## src/rtl/gpio_pad_pkg.sv

```systemverilog
package gpio_pad_pkg;
  localparam int CFG_W     = 32;
  localparam int B_FORCE   = 28;
  localparam int B_EVT_LO  = 25;
  localparam int B_FSEL    = 24;
  localparam int B_INV     = 23;
  localparam int B_IRQ_EN  = 20;
  localparam int B_SCI_EN  = 19;
  localparam int B_MODE_LO = 10;
  localparam int MODE_W    = 3;
  localparam int B_RX_OFF  = 9;
  localparam int B_TX_OFF  = 8;
  localparam int B_RX_ST   = 1;
  localparam int B_TX_VAL  = 0;
  localparam logic [CFG_W-1:0] CFG_KEEP  = 32'h1798_1F01;
  localparam logic [CFG_W-1:0] CFG_RESET = 32'h0400_0700;

  typedef enum logic [1:0] {
    EVT_LEVEL = 2'd0,
    EVT_RISE  = 2'd1,
    EVT_OFF   = 2'd2,
    EVT_BOTH  = 2'd3
  } evt_mode_e;
endpackage

```

## src/rtl/gpio_sync.sv

```systemverilog
module gpio_sync #(
  parameter int STAGES = 2
) (
  input  logic clk,
  input  logic rst_n,
  input  logic d,
  output logic q
);
  logic [STAGES-1:0] chain_q, chain_d;

  generate
    if (STAGES == 1) begin : g_one
      always_comb chain_d = d;
    end else begin : g_many
      always_comb chain_d = {chain_q[STAGES-2:0], d};
    end
  endgenerate

  always_ff @(posedge clk or negedge rst_n) begin
    if (!rst_n) chain_q <= '0;
    else        chain_q <= chain_d;
  end

  assign q = chain_q[STAGES-1];
endmodule

```

## src/rtl/gpio_glitch_filt.sv

```systemverilog
module gpio_glitch_filt #(
  parameter int STABLE = 4
) (
  input  logic clk,
  input  logic rst_n,
  input  logic d,
  output logic q
);
  localparam int CNT_W = (STABLE < 2) ? 1 : $clog2(STABLE + 1);
  localparam logic [CNT_W-1:0] CNT_LAST = CNT_W'(STABLE - 1);

  logic [CNT_W-1:0] cnt_q, cnt_d;
  logic             lvl_q, lvl_d;

  always_comb begin
    cnt_d = '0;
    lvl_d = lvl_q;
    if (d != lvl_q) begin
      if (cnt_q == CNT_LAST) lvl_d = d;
      else                   cnt_d = cnt_q + 1'b1;
    end
  end

  always_ff @(posedge clk or negedge rst_n) begin
    if (!rst_n) begin
      cnt_q <= '0;
      lvl_q <= 1'b0;
    end else begin
      cnt_q <= cnt_d;
      lvl_q <= lvl_d;
    end
  end

  assign q = lvl_q;
endmodule

```

## src/rtl/gpio_evt_shape.sv

```systemverilog
module gpio_evt_shape
  import gpio_pad_pkg::*;
(
  input  logic      clk,
  input  logic      rst_n,
  input  logic      cond,
  input  evt_mode_e mode,
  output logic      evt
);
  logic prev_q;

  always_ff @(posedge clk or negedge rst_n) begin
    if (!rst_n) prev_q <= 1'b0;
    else        prev_q <= cond;
  end

  always_comb begin
    unique case (mode)
      EVT_LEVEL: evt = cond;
      EVT_RISE:  evt = cond & ~prev_q;
      EVT_BOTH:  evt = cond ^ prev_q;
      default:   evt = 1'b0;
    endcase
  end
endmodule

```

## src/rtl/gpio_pad_ctrl.sv

```systemverilog
module gpio_pad_ctrl
  import gpio_pad_pkg::*;
#(
  parameter int SYNC_STAGES = 2,
  parameter int FILT_STABLE = 4
) (
  input  logic             clk,
  input  logic             rst_n,
  input  logic             reg_we,
  input  logic [CFG_W-1:0] reg_wdata,
  output logic [CFG_W-1:0] reg_rdata,
  input  logic             pad_in,
  output logic             pad_out,
  output logic             pad_oe,
  output logic             pad_ie,
  input  logic             nat_out,
  input  logic             nat_oe,
  input  logic             nat_ie,
  output logic             nat_rx,
  output logic             evt,
  output logic             irq_req,
  output logic             sci_req
);
  // reset: asynchronous assert, synchronous release
  logic [1:0] rst_sync_q;
  logic       rst_int_n;

  always_ff @(posedge clk or negedge rst_n) begin
    if (!rst_n) rst_sync_q <= 2'b00;
    else        rst_sync_q <= {rst_sync_q[0], 1'b1};
  end
  assign rst_int_n = rst_sync_q[1];

  // configuration word
  logic [CFG_W-1:0] cfg_q, cfg_d;

  always_comb begin
    cfg_d = cfg_q;
    if (reg_we) cfg_d = reg_wdata & CFG_KEEP;
  end

  always_ff @(posedge clk or negedge rst_int_n) begin
    if (!rst_int_n) cfg_q <= CFG_RESET;
    else            cfg_q <= cfg_d;
  end

  logic [MODE_W-1:0] mode;
  logic              gpio_mode, gpio_input;

  assign mode       = cfg_q[B_MODE_LO +: MODE_W];
  assign gpio_mode  = (mode == '0);
  assign gpio_input = gpio_mode & ~cfg_q[B_RX_OFF];

  // receive path
  logic sync_rx, filt_rx, sel_rx, cond;

  gpio_sync #(.STAGES(SYNC_STAGES)) u_sync (
    .clk(clk), .rst_n(rst_int_n), .d(pad_in), .q(sync_rx)
  );

  gpio_glitch_filt #(.STABLE(FILT_STABLE)) u_filt (
    .clk(clk), .rst_n(rst_int_n), .d(sync_rx), .q(filt_rx)
  );

  assign sel_rx = cfg_q[B_FSEL] ? filt_rx : sync_rx;
  assign cond   = (sel_rx | cfg_q[B_FORCE]) ^ cfg_q[B_INV];
  assign nat_rx = cond;

  gpio_evt_shape u_evt (
    .clk(clk), .rst_n(rst_int_n), .cond(cond),
    .mode(evt_mode_e'(cfg_q[B_EVT_LO +: 2])), .evt(evt)
  );

  assign irq_req = evt & cfg_q[B_IRQ_EN] & gpio_input;
  assign sci_req = evt & cfg_q[B_SCI_EN] & gpio_input;

  // drive path
  always_comb begin
    if (gpio_mode) begin
      pad_out = cfg_q[B_TX_VAL];
      pad_oe  = ~cfg_q[B_TX_OFF];
      pad_ie  = ~cfg_q[B_RX_OFF];
    end else begin
      pad_out = nat_out;
      pad_oe  = nat_oe;
      pad_ie  = nat_ie;
    end
  end

  // readback
  always_comb begin
    reg_rdata          = cfg_q;
    reg_rdata[B_RX_ST] = sel_rx;
  end
endmodule

```

## config.mk

```make
export PLATFORM = sky130hd
export DESIGN_NAME = gpio_pad_ctrl
export DESIGN_NICKNAME = d
export VERILOG_FILES = /design/src/rtl/gpio_pad_pkg.sv /design/src/rtl/gpio_sync.sv /design/src/rtl/gpio_glitch_filt.sv /design/src/rtl/gpio_evt_shape.sv /design/src/rtl/gpio_pad_ctrl.sv
export SDC_FILE = /design/constraint.sdc
export NUM_CORES = 1
export LEC_CHECK = 0
export ABC_AREA = 0
export BUFFER_PORTS_ARGS = -buffer_cell sky130_fd_sc_hd__buf_4
export CAP_MARGIN = 20
export CORE_MARGIN = 2
export CORE_UTILIZATION = 36
export DETAILED_ROUTE_END_ITERATION = 10
export PLACE_DENSITY = 0.76
export SLEW_MARGIN = 10
export SYNTH_ARGS = -nofsm -noshare
export SYNTH_HDL_FRONTEND = slang
export SYNTH_HIERARCHICAL = 1
export SYNTH_SLANG_ARGS = --single-unit
```

## constraint.sdc

```tcl
create_clock -name clk -period 1.7 [get_ports clk]
set_input_delay 0.17 -clock clk [delete_from_list [all_inputs] [get_ports clk]]
set_output_delay 0.17 -clock clk [all_outputs]
set_load 0.1 [all_outputs]
```

==> results_dict.tcl <==
set metrics [dict create \
    run_status "complete, but fails checks" \
    failing_checks "setup timing" \
    final-seq-area_um2 571 \
    synth.ff_latch_count 22 \
    critical_path.slowest_cell "sky130_fd_sc_hd__dfrtp_4" \
    routed_wirelength_mm 2.19 \
    max-slew-margin-rel_pct 48.7 \
    final_layout_size_suffix_gt1_share_pct 68.1 \
    dpl-instance-area_um2 1490 \
    ctsRootBufferMaster "sky130_fd_sc_hd__clkbuf_4" \
    setup_ws_ns -0.796 \
    startpoint "cfg_q[24]" \
    setup_total_negative_slack_ns -2.93 \
    dp.cells 161 \
    end_kind "output pin" \
    worst_skew_pair.late_latency_ns 0.30 \
    power.combinational.fraction_pct 57.1 \
    worst_pin_slew_ns 0.769 \
    switching_power_uw 1060 \
    power.switching_fraction_pct 47.5 \
    power_report.internal_total_uw 1170 \
    port-buffer-count 40 \
    setup_repair_after_global_routing_missed_its_margin "true" \
    synthesis.area_um2 1060 \
    grt_pass1_wl_mm 3.63 \
    layout.cells.non_filler 169 \
    clock_h_tree_levels 1 \
    dr.pass1.iters 3 \
    cts.reportedPaths.clkPinSlew_ns 0.12 \
    worst_hold_path_class "in2reg" \
    maxSlewViolCount 0 \
    fin_hold_ws_ns 0.0624 \
    achievable-frequency_mhz 401 \
    via_count 747 \
    fin_nets 180 \
    clk_path_buf_depth 2 \
    critical_path.max_fanout 3 \
    crit_required_ns 1.53 \
    syn_inst_count 83 \
    cp_data_arrival_time_ns 2.33 \
    growth_of_design_area_from_synthesis_to_finish_pct 58.4 \
    rows 19 \
    drcViolationCount 0 \
    synth_sequential_area_ratio_pct 52.3 \
    place_congestion 0.670 \
    syn_avg_cell_area_um2 12.8 \
    cp-start-kind "register" \
    initial_core_util_pct 38.2 \
    power_frac_clock_pct 12.7 \
    postRouteAntennaNets 0 \
    worstSetupPathType "reg2out" \
    fillerInstances 225 \
    die_width_um 58.3 \
    crit-reg2reg-launch "cfg_q[24]" \
    vias_in_the_first_global_route 776 \
    gr-usage-all-layers_pct 14.1 \
    share_of_power_burned_in_registers_pct 30.2 \
    finalInstanceArea_um2 1680 \
    total_die_area_um2 3400 \
    numCtsBuffers 3 \
    detailedPlacementHpwl_mm 1.63 \
    vias_per_cell 4.42 \
    hold_start "reg_wdata[19]" \
    maximum_number_of_pins_on_one_net_before_global_route_repair 21 \
    tritoncts_num_sinks 22 \
    skew_ns 0.00746 \
    core_area_um2 2780 \
    hold_viol 0 \
    timing.final.crit_share_pct 147 \
    drt_iter0_drc 4 \
    highest_cell_delay_on_the_worst_timing_path_ns 0.50 \
    io_pins 78 \
    final-setup-viol-count 7 \
    grt_overflow 0 \
    cts_tree "done" \
    leakagePower_uw 0.000791 \
    irDropWorstVdd_uv 846 \
    leading_cell_type_in_the_layout_fill_and_taps_excluded "sky130_fd_sc_hd__buf_4" \
    final.min_clock_period_ns 2.50 \
    ys.warnings.count 6 \
    cp_cell_sequence "mux2_4 > nor2_4 > xnor2_4 > ha_4 > mux2i_4 > o22ai_4 > nor4b_4 > buf_6" \
    final_cell_mix "sky130_fd_sc_hd__buf_4, sky130_fd_sc_hd__conb_1, sky130_fd_sc_hd__mux2_2, sky130_fd_sc_hd__dfrtp_1, sky130_fd_sc_hd__buf_12" \
    power_density_nw_per_um2 1330 \
    multi_input_comb_area_um2 518 \
    reported_max_cap_violation_count 0 \
    n_antenna_cell 0 \
    die_height_um 58.3 \
    routed_length_per_placed_instance_um 13.0 \
    number_of_antenna_violations_at_the_first_check_in_global_routing 0 \
    yosys.cell_types.count 23 \
]
-- routing by layer --
| layer | vias to the layer above | track usage [%] | wire length, um |
|---|---|---|---|
| met5 | - | 0 | 0 |
| met4 | 0 | 2.99 | 4 |
| met3 | 2 | 3.74 | 200 |
| met2 | 40 | 25.2 | 1170 |
| met1 | 352 | 17.0 | 814 |
| li1 | 353 | - | - |
-- sequential cells by signal (all words and copies together), names as in the netlist --
register        cells
cfg_q              13
rst_sync_q          2
u_evt/prev_q        1
u_filt/cnt_q        3
u_filt/q            1
u_sync/chain_q      2
-- final cells by class --
cell class              instances  share of cell area, %
inverters                       2                  0.446
multi-input cells              55                   30.8
well taps                      31                   2.30
repair buffers                 55                   30.4
clock buffers                   4                   2.16
flip-flops and latches         22                   33.9
-- synthesized netlist by cell type (all sizes together) --
library cell,count,area share (%)
inv,2,0.71
ha,2,2.4
mux2i,1,0.94
buf,21,15
o21ai,3,1.4
nand2,4,1.4
or3,1,0.59
nor3b,2,1.4
mux2,15,16
o22ai,1,0.59
dfstp,4,9.9
dfrtp,18,42
nor2,1,0.35
nor3,1,0.47
and4bb,1,1.2
xnor2,2,1.6
conb,2,0.71
nor2b,1,1.3
nor4b,1,1.4
-- final timing paths --
kind	endpoint	slack [ns]	cells after the start
min in group asynchronous	rst_sync_q[0]	0.17	2
max in group asynchronous	cfg_q[24]	0.82	0
worst min-delay path	cfg_q[19]	0.06	3
worst min register to register	cfg_q[19]	0.32	0
worst max-delay path	sci_req	-0.80	8
worst max register to register	u_evt/prev_q	0.40	4
-- metrics by stage --
stage	total power (uW)	util (%)	setup slack (ns)
6_report	2230	60.5	-0.796
5_1_grt	2320	60.5	-0.884
4_1_cts	2180	58.9	-0.815
3_5_place_dp	1820	53.5	-0.516
3_3_place_gp	1800	53.5	-0.491
2_1_floorplan	1620	-	-2.24
-- cells by family (layout without fill, tap and decap cells) --
group	after synthesis	after routing	synth area share [%]
mux	16	16	17.2
buf+inv	23	61	15.7
compound gates	4	4	2.00
other cells	2	19	0.707
xor+xnor	2	2	1.65
simple gates	12	12	8.13
fa+ha+maj	2	2	2.36
flops	22	22	52.3
-- worst max-delay path, delay by kind of cell (launching register included) --
kind                     cells  cell delay, ns
adder cells (fa/ha/maj)      1            0.16
AND/OR/NAND/NOR              2            0.36
flip-flops                   1            0.50
multiplexers                 2            0.39
buffers and inverters        1            0.26
AO/OA/AOI/OAI                1            0.20
XOR/XNOR                     1            0.15
-- repair_timing --
action	CTS	global route
pin swaps	5	4
hold buffers	2	0
setup endpoints to repair	7	7
hold endpoints to repair	3	0
gates resized for setup	23	5
setup buffers	0	2
-- power by group through the flow --
stage	logic, uW	clock network [uW]	registers, uW
floorplan	708	0	908
global placement	1120	0	677
detailed placement	1130	0	683
CTS	1220	289	673
global route	1320	317	689
finish	1270	284	674
Power figures use the tool's default switching activity.
